### config.mk
export PLATFORM = sky130hd
export DESIGN_NAME = flux_read_sep
export DESIGN_NICKNAME = d
export VERILOG_FILES = /design/src/rtl/rsep_pkg.sv /design/src/rtl/rsep_cell_counter.sv /design/src/rtl/rsep_shifter.sv /design/src/rtl/rsep_framer.sv /design/src/rtl/flux_read_sep.sv
export SDC_FILE = /design/constraint.sdc
export NUM_CORES = 1
export LEC_CHECK = 0
export ABC_AREA = 1
export BUFFER_PORTS_ARGS = -buffer_cell sky130_fd_sc_hd__buf_2
export CORE_MARGIN = 1
export CORE_UTILIZATION = 39
export DETAILED_ROUTE_END_ITERATION = 12
export GPL_TIMING_DRIVEN = 0
export SLEW_MARGIN = 0
export SYNTH_ARGS = -nofsm -noshare
export SYNTH_HDL_FRONTEND = slang
export SYNTH_SLANG_ARGS = --single-unit
### constraint.sdc
create_clock -name clk -period 1.25 [get_ports clk]
set_input_delay 0.0625 -clock clk [delete_from_list [all_inputs] [get_ports clk]]
set_output_delay 0.0625 -clock clk [all_outputs]
set_load 0.05 [all_outputs]
### src/rtl/rsep_pkg.sv
package rsep_pkg;

   // Default geometry of the separator
   localparam int DEF_CNT_W    = 4;
   localparam int DEF_CELL_LOG = 2;
   localparam int DEF_BYTE_W   = 8;

   // One recovered bit event
   typedef struct packed {
      logic stb;
      logic val;
   } bit_evt_t;

endpackage

### src/rtl/rsep_cell_counter.sv
module rsep_cell_counter
   import rsep_pkg::*;
#(
   parameter int CNT_W    = DEF_CNT_W,
   parameter int CELL_LOG = DEF_CELL_LOG
) (
   input  logic     clk,
   input  logic     rst_n,
   input  logic     cell_en,
   input  logic     flux_pulse,
   output bit_evt_t evt
);

   localparam int HI_W = CNT_W - CELL_LOG;
   localparam logic [CELL_LOG-1:0] SAMPLE_PH = CELL_LOG'(1 << (CELL_LOG - 1));

   generate
      if (CELL_LOG < 1) begin : g_bad_cell
         $error("rsep_cell_counter: CELL_LOG must be at least 1");
      end
      if (CNT_W <= CELL_LOG) begin : g_bad_cnt
         $error("rsep_cell_counter: CNT_W must exceed CELL_LOG");
      end
   endgenerate

   logic [CNT_W-1:0] cnt_q;
   logic [CNT_W-1:0] cnt_nxt;
   logic [HI_W:0]    hi_or;

   assign cnt_nxt = cnt_q + CNT_W'(1);

   always_ff @(posedge clk or negedge rst_n) begin
      if (!rst_n) begin
         cnt_q <= '0;
      end else if (flux_pulse) begin
         cnt_q <= '0;
      end else if (cell_en) begin
         cnt_q <= cnt_nxt;
      end
   end

   // NOR across the upper counter bits of the value being entered
   assign hi_or[0] = 1'b0;
   generate
      for (genvar i = 0; i < HI_W; i++) begin : g_hi_or
         assign hi_or[i+1] = hi_or[i] | cnt_nxt[CELL_LOG+i];
      end
   endgenerate

   assign evt.stb = cell_en & ~flux_pulse & (cnt_nxt[CELL_LOG-1:0] == SAMPLE_PH);
   assign evt.val = ~hi_or[HI_W];

   AST_STB_SPACED: assert property (@(posedge clk) disable iff (!rst_n)
      evt.stb |=> !evt.stb);

   AST_PULSE_CLEARS: assert property (@(posedge clk) disable iff (!rst_n)
      flux_pulse |=> (cnt_q == '0));

endmodule

### src/rtl/rsep_shifter.sv
module rsep_shifter
   import rsep_pkg::*;
#(
   parameter int BYTE_W   = DEF_BYTE_W,
   parameter int SYNC_LEN = DEF_BYTE_W
) (
   input  logic              clk,
   input  logic              rst_n,
   input  bit_evt_t          evt,
   output logic [BYTE_W-1:0] word_nxt,
   output logic              sync_nxt,
   output logic              sync_n
);

   generate
      if (BYTE_W < 2) begin : g_bad_w
         $error("rsep_shifter: BYTE_W must be at least 2");
      end
      if (SYNC_LEN < 1 || SYNC_LEN > BYTE_W) begin : g_bad_sync
         $error("rsep_shifter: SYNC_LEN out of range");
      end
   endgenerate

   logic [BYTE_W-1:0] sreg_q;
   logic              sync_q;

   assign word_nxt = {sreg_q[BYTE_W-2:0], evt.val};

   // Sync window: whole register or its newest SYNC_LEN bits
   generate
      if (SYNC_LEN == BYTE_W) begin : g_sync_full
         assign sync_nxt = &word_nxt;
         assign sync_q   = &sreg_q;
      end else begin : g_sync_part
         assign sync_nxt = &word_nxt[SYNC_LEN-1:0];
         assign sync_q   = &sreg_q[SYNC_LEN-1:0];
      end
   endgenerate

   always_ff @(posedge clk or negedge rst_n) begin
      if (!rst_n) begin
         sreg_q <= '0;
      end else if (evt.stb) begin
         sreg_q <= word_nxt;
      end
   end

   assign sync_n = ~sync_q;

   AST_SYNC_FROM_ONE: assert property (@(posedge clk) disable iff (!rst_n)
      $fell(sync_n) |-> $past(evt.stb && evt.val));

   AST_SYNC_STEADY: assert property (@(posedge clk) disable iff (!rst_n)
      !$past(evt.stb) |-> $stable(sync_n));

endmodule

### src/rtl/rsep_framer.sv
module rsep_framer
   import rsep_pkg::*;
#(
   parameter int BYTE_W = DEF_BYTE_W
) (
   input  logic              clk,
   input  logic              rst_n,
   input  bit_evt_t          evt,
   input  logic [BYTE_W-1:0] word_nxt,
   input  logic              sync_nxt,
   input  logic              sync_n,
   output logic [BYTE_W-1:0] rx_byte,
   output logic              byte_rdy
);

   localparam int CW = (BYTE_W > 2) ? $clog2(BYTE_W) : 1;
   localparam logic [CW-1:0] LAST = CW'(BYTE_W - 1);

   generate
      if (BYTE_W < 2) begin : g_bad_w
         $error("rsep_framer: BYTE_W must be at least 2");
      end
   endgenerate

   logic [CW-1:0] bitcnt_q;

   always_ff @(posedge clk or negedge rst_n) begin
      if (!rst_n) begin
         bitcnt_q <= '0;
         rx_byte  <= '0;
         byte_rdy <= 1'b0;
      end else begin
         byte_rdy <= 1'b0;
         if (evt.stb) begin
            if (sync_nxt) begin
               bitcnt_q <= '0;
            end else if (bitcnt_q == LAST) begin
               bitcnt_q <= '0;
               rx_byte  <= word_nxt;
               byte_rdy <= 1'b1;
            end else begin
               bitcnt_q <= bitcnt_q + CW'(1);
            end
         end
      end
   end

   AST_RDY_SINGLE: assert property (@(posedge clk) disable iff (!rst_n)
      byte_rdy |=> !byte_rdy);

   AST_RDY_AFTER_BIT: assert property (@(posedge clk) disable iff (!rst_n)
      byte_rdy |-> $past(evt.stb));

   AST_BYTE_HELD: assert property (@(posedge clk) disable iff (!rst_n)
      !byte_rdy |-> $stable(rx_byte));

   AST_SYNC_FRAME_ZERO: assert property (@(posedge clk) disable iff (!rst_n)
      !sync_n |-> (bitcnt_q == '0));

endmodule

### src/rtl/flux_read_sep.sv
module flux_read_sep
   import rsep_pkg::*;
#(
   parameter int CNT_W    = DEF_CNT_W,
   parameter int CELL_LOG = DEF_CELL_LOG,
   parameter int BYTE_W   = DEF_BYTE_W,
   parameter int SYNC_LEN = DEF_BYTE_W
) (
   input  logic              clk,
   input  logic              rst_n,
   input  logic              cell_en,
   input  logic              flux_pulse,
   output logic              bit_stb,
   output logic              bit_val,
   output logic [BYTE_W-1:0] rx_byte,
   output logic              byte_rdy,
   output logic              sync_n
);

   bit_evt_t          evt;
   logic [BYTE_W-1:0] word_nxt;
   logic              sync_nxt;

   rsep_cell_counter #(
      .CNT_W    (CNT_W),
      .CELL_LOG (CELL_LOG)
   ) u_cnt (
      .clk        (clk),
      .rst_n      (rst_n),
      .cell_en    (cell_en),
      .flux_pulse (flux_pulse),
      .evt        (evt)
   );

   rsep_shifter #(
      .BYTE_W   (BYTE_W),
      .SYNC_LEN (SYNC_LEN)
   ) u_shf (
      .clk      (clk),
      .rst_n    (rst_n),
      .evt      (evt),
      .word_nxt (word_nxt),
      .sync_nxt (sync_nxt),
      .sync_n   (sync_n)
   );

   rsep_framer #(
      .BYTE_W (BYTE_W)
   ) u_frm (
      .clk      (clk),
      .rst_n    (rst_n),
      .evt      (evt),
      .word_nxt (word_nxt),
      .sync_nxt (sync_nxt),
      .sync_n   (sync_n),
      .rx_byte  (rx_byte),
      .byte_rdy (byte_rdy)
   );

   assign bit_stb = evt.stb;
   assign bit_val = evt.val;

   AST_NO_STB_IDLE: assert property (@(posedge clk) disable iff (!rst_n)
      !cell_en |-> !bit_stb);

endmodule

Word level (Yosys, flattened, before mapping)
Index checks and enable logic that the tools add are counted.

Flip-flop bits (word level): 24. Input bits: 4. Output and inout bits: 12. Logic and storage cells: 27.

Add/subtract/negate cells: 2. Equal/unequal tests: 2. Multiplexer cells: 7. Bitwise operators: 7. Reduce and logical (&&, ||, !) cells: 4.

Operator list (number): $reduce_and A8 Y1 (2); $mux W4 (2); $mux W3 (2); $add A4 B1 Y4 const B (1); $not A1 Y1 (4); $add A3 B1 Y3 const B (1); $eq A3 B3 Y1 const B (1); $mux W1 (3); $reduce_and A3 Y1 (1); $and A1 B1 Y1 (2); $eq A2 B2 Y1 const B (1); $reduce_bool A2 Y1 (1); $or A1 B1 Y1 (1).

Logic depth before layout (Yosys ltp)
Gate-level depths: netlist of the first run.

Word-level depth: 6. Mapped depth: 8.

By module
A second synthesis of the first run with hierarchy kept.

Cells, all modules: 136. Area total of the unflattened synthesis: 1173.6 µm².

By module, submodules not included: rsep_framer (instances 1, cells an instance 55, area an instance 531.8 µm², seq. area each 300.3 µm²); rsep_shifter (instances 1, cells an instance 52, area an instance 414.1 µm², seq. area each 200.2 µm²); rsep_cell_counter (instances 1, cells an instance 29, area an instance 227.7 µm², seq. area each 100.1 µm²).

Worst setup path before layout of the first run
OpenSTA, ideal clock, no wires.

Kind: reg-to-reg. Start: register u_cnt.cnt_q[0]. End: register u_frm.rx_byte[0]. Library setup time: 0.070 ns. Arrival time: 1.779 ns. Data required time: 1.180 ns. Setup slack: -0.599 ns. Stages on the path, launching flop included: 6. Path through: dfrtp_1 > ha_1 > xor2_1 > nor2_1 > nand4_1 > nand2_1.

Word-level cells in the longest chain between the ends: 6.

Ends and longest elaborated chain: from (decl) (line rsep_cell_counter.sv:26) `logic [CNT_W-1:0] cnt_q;`; from (signal assigned) (line rsep_cell_counter.sv:38) `cnt_q <= cnt_nxt;`; $add A4 B1 Y4 (*) (line rsep_cell_counter.sv:30) `assign cnt_nxt = cnt_q + CNT_W'(1);`; $or A1 B1 Y1 (*) (line rsep_cell_counter.sv:46) `assign hi_or[i+1] = hi_or[i] | cnt_nxt[CELL_LOG+i];`; $not A1 Y1 (*) (line rsep_cell_counter.sv:51) `assign evt.val = ~hi_or[HI_W];`; named net bit_val (line flux_read_sep.sv:14) `output logic bit_val,`; $reduce_and A8 Y1 (line rsep_shifter.sv:32) `assign sync_nxt = &word_nxt;`; $not A1 Y1 (no source line); $reduce_and A3 Y1 (no source line); to (signal assigned) (line rsep_framer.sv:39) `rx_byte <= word_nxt;`; to (decl) (line rsep_framer.sv:12) `output logic [BYTE_W-1:0] rx_byte,`.

Mark *: on every way through the listed nets, which the timed path passes. The rest lies on a longest branch. A chain may end at the register's enable or synchronous reset.

Worst setup path after layout of the first run
Start: register u_cnt.cnt_q[0]. End: output bit_val.

Word-level cells in the longest chain between the ends: 3.

Ends and longest elaborated chain (line): $add A4 B1 Y4 (rsep_cell_counter.sv:30); $or A1 B1 Y1 (rsep_cell_counter.sv:46); $not A1 Y1 (rsep_cell_counter.sv:51); to (decl) (flux_read_sep.sv:14).

No other way between the ends.

==> results.toml, run 1 <==
[pwr]
cellPowerDensity_nw_per_um2 = 1330
p_leak_nw = 0.865
peakVddDrop_mv = 1.11
power.total_w = 0.00217

[drt]
dr.first_iter.drc_count = 26
wirelength_microns = 2610
via_per_inst = 4.90
wl_per_cell_microns = 13.2
via_count = 971
ant_nets = 0
dr.pass1.iters = 4
drc = 0

[setup_path]
cp_max_fo = 4
crit_chain = "buf_6 -> nand3_4 -> nand2_2 -> nand2_2 -> nor2_4 -> buf_6"
path_buf_inv = 2
required_ns = 1.19
slowest_delay_ns = 0.47
cp-start-kind = "flop"
cpLargestDelayFamily = "flip-flops"
slowest_stage = "dfrtp_2"
endpoint_kind = "primary output"
critical_path_class = "reg -> out"
worstPathArrival_ns = 1.43

[synth]
synthTopCellsByArea = "dfrtp_1, nand2_1, nand4_1"
synth_nets = 134
avgSynthCellArea_sq_um = 8.81
synth_commonest_cells = "nand2_1, dfrtp_1, inv_1"
async_reset_ff_share_pct = 100
synth_top_area_share_pct = 54.1
synthCells = 126
synth_area_leader_cell = "dfrtp_1"
yosysMostFrequentCell = "nand2_1"
yosys_warnings = 0
syn_area_sq_um = 1110
ys.flop_type = "dfrtp_1"
synth_edf_count = 0
synth_cell_types = 18
ys_seq_area_share_pct = 54.1
ys_ff_latch = 24

[clock_tree]
htree_levels = 1
path_clk_slew_ns = 0.14
insertion_delay_ns = 0.32
cts_tree = "built"
cts_root_buffer = "clkbuf_4"
cts_made_buffers = 3
cts_sinks = 24
max-clock-path-buffers = 2

[run]
maxCapViolCount = 0

[die]
start_util_pct = 42.9
die_y_microns = 55.3
ios = 16
rows = 18
core_area_sq_um = 2590
fp.dieW_microns = 55.3
dieArea_sq_um = 3060

[timing]
hold_violations = 0
maxSlewViolCount = 0
min_period_ns = 1.49
fin_ws_ns = -0.244
slew_headroom_pct = 63.7
setup_tns_ns = -2.23
fin_skew_ns = 0.0121
worst_slew_pin_slew_ns = 0.544
rsz0062_at_grt = "true"
fmax_ghz = 0.669
timing.final.crit_share_pct = 120
finalSetupViolations = 21

[global_route]
grt_pass1_vias = 920
grt_max_degree = 25
grt_pass1_wl_microns = 4230
grt_overflow = 0
antenna_found_initial = 0
grtUsageTotal_pct = 17.5

[place]
dp_hpwl_microns = 1540
numPlacedInstances = 171
pre_cts_ws_ns = -0.245
gp_congestion = 0.742
port_buffers = 15

[cells_and_area]
fillers = 218
num_antenna_cells = 0
nNetsFinal = 177
drive_gt1_share_pct = 42.3
layoutNonFillerInstCount = 198
area_growth_pct = 46.7

[status]
status = "complete, but fails checks"
violations = "setup timing"

[hold_path]
hold_path_class = "in -> reg"
==> layout make-up <==
type	count	area [sq um]	share of cell area, %
clock inverters	1	30.0	1.84
repair buffers	39	299	18.4
flip-flops and latches	24	604	37.1
multi-input cells	86	549	33.7
well taps	30	37.5	2.31
inverters	11	43.8	2.69
plain buffers	4	41.3	2.54
clock buffers	3	22.5	1.38
==> power breakdown <==
group / internal [W] / switching (W)
clock network: 0.000324 / 0.000237
registers: 0.000898 / 0.0000828
logic: 0.000312 / 0.000311
total: 0.00153 / 0.000631
==> worst min-delay path: cells and delay by family <==
kind | cells | cell delay [ns]
AO/OA/AOI/OAI | 1 | 0.05
buffers and inverters | 1 | 0.10
AND/OR/NAND/NOR | 2 | 0.13
==> what timing repair did <==
item | in CTS | in global routing
hold buffers | 1 | 0
pin swaps | 2 | 15
resized for setup | 18 | 29
gates cloned | 1 | 0
hold endpoints to repair | 24 | 0
setup endpoints to repair | 23 | 24
buffers inserted | 14 | 10
==> state kept, by name (all words and copies together) (netlist names) <==
name            count
u_frm.bitcnt_q      3
u_cnt.cnt_q         4
u_frm.rx_byte       8
u_frm.byte_rdy      1
u_shf.sreg_q        8
==> path summary, 6_finish.rpt <==
path / cells past startpoint / start / slack (ns) / to
max: 6 / u_cnt.cnt_q[0] / -0.24 / bit_val
min: 4 / flux_pulse / 0.03 / u_cnt.cnt_q[2]
max reg2reg: 7 / u_cnt.cnt_q[0] / -0.18 / u_frm.rx_byte[7]
min reg2reg: 2 / u_frm.rx_byte[6] / 0.48 / u_frm.rx_byte[6]
max in group asynchronous: 2 / rst_n / 0.63 / u_cnt.cnt_q[0]
min in group asynchronous: 2 / rst_n / 0.24 / u_frm.bitcnt_q[0]
==> cells by family (layout without fill, tap and decap cells) <==
group | count (synthesis) | count (layout) | synth area share [%]
xor gates and xnor gates | 1 | 1 | 0.789
buffers and inverters | 16 | 58 | 6.65
DFF | 24 | 24 | 54.1
adders and majority gates | 4 | 4 | 4.51
and+or+nand+nor | 73 | 73 | 29.4
AOI/OAI and AO/OA | 8 | 8 | 4.51
==> cell usage in the layout (no fill, tap or decap), drive strengths merged <==
cell type / instances
nor2: 3
nand2: 53
nand3: 6
xor2: 1
o21ai: 6
inv: 11
bufinv: 1
dlygate4sd3: 1
or2: 1
o22ai: 2
ha: 4
dfrtp: 24
buf: 42
nand4: 10
clkbuf: 3
==> metal layers <==
metal	track usage [%]	vias up	routed length [microns]
met5	0	-	0
met4	3.21	0	40
met3	4.92	4	70
met2	28.9	18	1260
met1	23.0	462	1240
li1	-	487	-
==> metrics by stage <==
| stage | utilization, % | cell area, sq um | hold WS, ns |
|---|---|---|---|
| 2_1_floorplan | - | 1140 | -0.233 |
| 3_3_place_gp | 48.3 | 1250 | 0.0763 |
| 3_5_place_dp | 48.3 | 1250 | 0.0753 |
| 4_1_cts | 57.1 | 1480 | 0.0200 |
| 5_1_grt | 62.9 | 1630 | 0.0247 |
| 6_report | 62.9 | 1630 | 0.0311 |
Note: power is estimated with default switching activity, not from simulation.
==> run 2: changes to the inputs <==
--- a/config.mk
+++ b/config.mk
@@ -8,7 +8,7 @@
 export ABC_AREA = 1
 export BUFFER_PORTS_ARGS = -buffer_cell sky130_fd_sc_hd__buf_2
 export CORE_MARGIN = 1
-export CORE_UTILIZATION = 39
+export CORE_UTILIZATION = 40
 export DETAILED_ROUTE_END_ITERATION = 12
 export GPL_TIMING_DRIVEN = 0
 export SLEW_MARGIN = 0
==> run 2 against run 1 <==
Effect of this change:
- the flow still finishes with violations (setup timing)
- clock skew fell by 0.0026 ns
- worst hold slack improved by 0.011 ns
- die area decreased by 2.4%
- register-to-register slack about the same
- largest power group unchanged
==> results.toml, run 2 (same netlist as run 1, synthesis figures left out) <==
[drt]
dr.first_iter.drc_count = 19
via_count = 992
via_per_inst = 5.14
wirelength_microns = 2580
wl_per_cell_microns = 13.4
ant_nets = 0
dr.pass1.iters = 4
drc = 0

[clock_tree]
cts_tree = "built"
htree_levels = 1
path_clk_slew_ns = 0.13
cts_sinks = 24
insertion_delay_ns = 0.32
max-clock-path-buffers = 2
cts_made_buffers = 3
cts_root_buffer = "clkbuf_4"

[global_route]
use_met3_pct = 2.78
antenna_found_initial = 0
use_met2_pct = 30.5
top_usage_layer = "met2"
grt_pass1_vias = 897
grt_util_met1_pct = 23.7
grtUsageTotal_pct = 18.3
grt_max_degree = 25
grt_overflow = 0
grt_pass1_wl_microns = 3800

[die]
dieArea_sq_um = 2990
fp.dieW_microns = 54.7
rows = 18
ios = 16
die_y_microns = 54.7
core_area_sq_um = 2540
start_util_pct = 43.6

[cells_and_area]
layout_commonest_cell = "nand2_1"
mostFrequentLayoutCells = "nand2_1, dfrtp_1, buf_2"
num_antenna_cells = 0
nNetsFinal = 172
final_core_util_pct = 62.3
multi_input_area_sq_um = 547
area_growth_pct = 43.0
fillers = 224
seq_area_sq_um = 604
largestRegisters = "u_frm.rx_byte: 8 flops, u_shf.sreg_q: 8 flops, u_cnt.cnt_q: 4 flops"
drive_gt1_share_pct = 38.0

[pwr]
cellPowerDensity_nw_per_um2 = 1300
p_leak_nw = 0.839
peakVddDrop_mv = 0.963

[hold_path]
hold_path_class = "in -> reg"

[setup_path]
required_ns = 1.19
critical_path_class = "reg -> out"
worstPathArrival_ns = 1.40
cp_max_fo = 4
cp-start-kind = "flop"
endpoint_kind = "primary output"

[place]
gp_congestion = 0.740
port_buffers = 15
dp_hpwl_microns = 1460

[timing]
fin_ws_ns = -0.209
min_period_ns = 1.46
slew_headroom_pct = 64.8
setup_tns_ns = -2.51
rsz0062_at_grt = "true"
timing.final.crit_share_pct = 117
hold_violations = 0
finalSetupViolations = 15
fmax_ghz = 0.686
maxSlewViolCount = 0
worst_slew_pin_slew_ns = 0.529
fin_skew_ns = 0.00951

[run]
maxCapViolCount = 0

[status]
status = "complete, but fails checks"
violations = "setup timing"
==> run 2: changes by cell type in the layout (fill, tap and decap cells not counted), sizes merged <==
| cell | change |
|---|---|
| buf | -6 |
| nand3 | +1 |
==> run 2: routing by layer <==
layer  routed length, microns  vias up
met1                     1140      484
met2                     1340       17
met5                        0        -
met3                       83        2
li1                         -      489
met4                       19        0
==> run 2: critical path, cell delays in order (launching register included) <==
cell     delay (ns)
dfrtp_2        0.48
buf_6          0.15
nand4_1        0.11
nand2_2        0.08
nor2_4         0.12
buf_8          0.15
==> run 2: layout make-up <==
| class | count | area share, % |
|---|---|---|
| multi-input combinational | 87 | 34.5 |
| buffer | 5 | 3.15 |
| inverter | 11 | 2.60 |
| tap | 30 | 2.37 |
| clock buffer | 3 | 1.42 |
| clock inverter | 1 | 1.89 |
| sequential | 24 | 38.1 |
| timing repair buffer | 32 | 16.0 |
==> run 2: through the flow <==
stage	cells	hold slack (ns)	setup WS [ns]	area, sq um	power [W]
after detailed placement	171	0.0795	-0.236	1250	0.00134
after floorplan	126	-0.233	-0.0945	1140	0.00124
after global routing	193	0.0602	-0.278	1590	0.00218
after global placement	171	0.0724	-0.215	1250	0.00132
after CTS	191	0.0333	-0.231	1480	0.00203
final	193	0.0416	-0.209	1590	0.00206
==> run 2: timing repair <==
action,in CTS,in global routing
pin swaps,4,9
hold buffers,1,0
setup endpoints to repair,24,24
cloned,2,1
buffers inserted,13,3
resized for setup,22,21
endpoints found under the hold margin,24,0
==> run 2: worst paths after layout <==
kind,slack [ns],end,depth (start not counted),start
max in group asynchronous,0.62,u_cnt.cnt_q[1],2,rst_n
worst max register to register,-0.19,u_frm.rx_byte[0],7,u_cnt.cnt_q[0]
worst min register to register,0.50,u_frm.rx_byte[4],2,u_frm.rx_byte[4]
worst max-delay path,-0.21,bit_val,5,u_cnt.cnt_q[0]
worst min-delay path,0.04,u_cnt.cnt_q[0],4,flux_pulse
min in group asynchronous,0.23,u_shf.sreg_q[0],2,rst_n
==> run 2: where the power goes <==
| part | internal [W] | switching [W] | leakage [nW] | total (W) |
|---|---|---|---|---|
| Clock | 0.000324 | 0.000243 | 0.0279 | 0.000567 |
| Combinational | 0.000237 | 0.000276 | 0.492 | 0.000513 |
| Sequential | 0.000899 | 0.0000856 | 0.319 | 0.000984 |
==> run 3: changes to the inputs <==
--- a/config.mk
+++ b/config.mk
@@ -8,7 +8,7 @@
 export ABC_AREA = 1
 export BUFFER_PORTS_ARGS = -buffer_cell sky130_fd_sc_hd__buf_2
 export CORE_MARGIN = 1
-export CORE_UTILIZATION = 40
+export CORE_UTILIZATION = 25
 export DETAILED_ROUTE_END_ITERATION = 12
 export GPL_TIMING_DRIVEN = 0
 export SLEW_MARGIN = 0
==> run 3 against run 2 <==
Effect of this change:
- count of clock-buffer cells in the layout is the same
- register-to-register slack gained 0.03 ns
- maximum frequency increased by 2.7%
- the run still ends with setup timing left
- final cell count is 10% higher
- non-clock buffer count unchanged
- largest cell class unchanged
- first-iteration DRC count rose to 4.1 times the previous value
==> results.toml, run 3 (same netlist as run 1, synthesis figures left out) <==
[status]
status = "complete, but fails checks"
violations = "setup timing"

[hold_path]
hold_path_class = "in -> reg"
worstHoldPathCells = 4

[clock_tree]
path_clk_slew_ns = 0.08
cts_sinks = 24
cts_tree = "built"
cts_made_buffers = 3
htree_levels = 1
insertion_delay_ns = 0.27
cts_root_buffer = "clkbuf_8"
max-clock-path-buffers = 2

[drt]
via_count = 971
dr.pass1.iters = 4
ant_nets = 0
wl_met2_microns = 1180
wirelength_microns = 2480
dr_wl_met3_microns = 110
highest_layer = "met4"
wl_per_cell_microns = 11.7
wl_met1_microns = 1170
dr.first_iter.drc_count = 78
drc = 0
via_per_inst = 4.56

[place]
gp_congestion = 0.736
port_buffers = 15
numPlacedInstances = 191
place_area_sq_um = 1270
dp_hpwl_microns = 1460

[setup_path]
cpLargestDelayFamily = "flip-flops"
path_buf_inv = 1
critical_path_class = "reg -> out"
slowest_delay_ns = 0.45
cp_max_fo = 5
cp-start-kind = "flop"
slowest_stage = "dfrtp_2"
required_ns = 1.19
crit_cells = 4
r2r_cells = 8
crit_chain = "ha_4 -> xor2_4 -> nor2_4 -> buf_8"
worstPathArrival_ns = 1.36
endpoint_kind = "primary output"

[global_route]
grtUsageTotal_pct = 12.2
grt_pass1_wl_microns = 4130
grt_pass1_vias = 922
grt_max_degree = 25
antenna_found_initial = 0
grt_overflow = 0

[cells_and_area]
layout_commonest_cell = "nand2_1"
largestRegisters = "u_frm.rx_byte: 8 flops, u_shf.sreg_q: 8 flops, u_cnt.cnt_q: 4 flops"
layoutNonFillerInstCount = 213
nNetsFinal = 172
mostFrequentLayoutCells = "nand2_1, dfrtp_1, buf_4"
area_growth_pct = 44.2
finish.instance_area_sq_um = 1600
drive_gt1_share_pct = 36.8
num_antenna_cells = 0

[die]
rows = 23
die_y_microns = 68.6
fp.dieW_microns = 68.6
ios = 16
start_util_pct = 26.8
dieArea_sq_um = 4710
core_area_sq_um = 4140

[timing]
worst_slew_pin_slew_ns = 0.557
rsz0062_at_grt = "true"
timing.final.crit_share_pct = 114
fmax_ghz = 0.704
hold_violations = 0
finalSetupViolations = 22
fin_ws_ns = -0.170
slew_headroom_pct = 62.9
maxSlewViolCount = 0
setup_tns_ns = -2.07
min_period_ns = 1.42
fin_skew_ns = 0.00827

[pwr]
p_leak_nw = 0.843
cellPowerDensity_nw_per_um2 = 1360
switching_share_pct = 27.8
peakVddDrop_mv = 0.474
pwr-share-clk_pct = 31.5
power_switching_w = 0.000604
p_seq_share_pct = 45.0
combPwrFrac_pct = 23.6
power.internal_w = 0.00157

[run]
maxCapViolCount = 0
run 3: cell count changes in the layout (fill, tap and decap cells not counted), moves of 3 or more:
cell / change
buf_4: +5
buf_6: -5
clkbuf_4: -3
clkbuf_8: +4
run 3: worst paths after layout:
path | startpoint | end | slack [ns]
max | u_cnt.cnt_q[0] | bit_val | -0.17
min | flux_pulse | u_cnt.cnt_q[2] | 0.09
max reg2reg | u_cnt.cnt_q[0] | u_frm.rx_byte[4] | -0.16
min reg2reg | u_frm.rx_byte[2] | u_frm.rx_byte[2] | 0.48
max in group asynchronous | rst_n | u_cnt.cnt_q[0] | 0.53
min in group asynchronous | rst_n | u_frm.bitcnt_q[1] | 0.30
run 3: tightest hold or removal path, cell delays in order:
cell     delay [ns]
buf_2          0.09
nor2_1         0.07
nand2_1        0.06
o21ai_1        0.05
run 3: metrics by stage:
step | setup WS [ns] | utilization, % | hold WS (ns) | total power, W
final | -0.170 | 38.6 | 0.0939 | 0.00217
after global routing | -0.249 | 38.6 | 0.110 | 0.00230
after CTS | -0.172 | 37.2 | 0.107 | 0.00215
after detailed placement | -0.227 | 30.8 | 0.0799 | 0.00133
after global placement | -0.216 | 30.8 | 0.0826 | 0.00132
after floorplan | -0.0945 | - | -0.233 | 0.00124
run 3: layout make-up:
cell class / count / area (sq um)
plain buffers: 5 / 55.1
fillers: 427 / 2540
flip-flops and latches: 24 / 604
clock inverters: 1 / 30.0
multi-input cells: 87 / 522
clock buffers: 3 / 41.3
inverters: 11 / 41.3
well taps: 50 / 62.6
repair buffers: 32 / 244
run 3: per-layer routing:
| layer | GRT usage (%) | up-vias |
|---|---|---|
| met3 | 3.45 | 4 |
| met5 | 0 | - |
| met1 | 14.5 | 455 |
| met2 | 20.8 | 27 |
| li1 | - | 485 |
| met4 | 4.69 | 0 |
run 3: power by group through the flow:
stage | Sequential, W | Combinational, W | Clock (W)
after floorplan | 0.00102 | 0.000222 | 0
after global placement | 0.00102 | 0.000306 | 0
after detailed placement | 0.00102 | 0.000314 | 0
after CTS | 0.000978 | 0.000472 | 0.000702
after global routing | 0.000993 | 0.000572 | 0.000733
final | 0.000978 | 0.000512 | 0.000684
run 3: what timing repair did:
item,in CTS,in global routing
endpoints found under the hold margin,24,0
hold buffers,1,0
setup endpoints to repair,23,24
pin swaps,2,0
resized for setup,21,10
buffers inserted,13,3
cloned,1,0
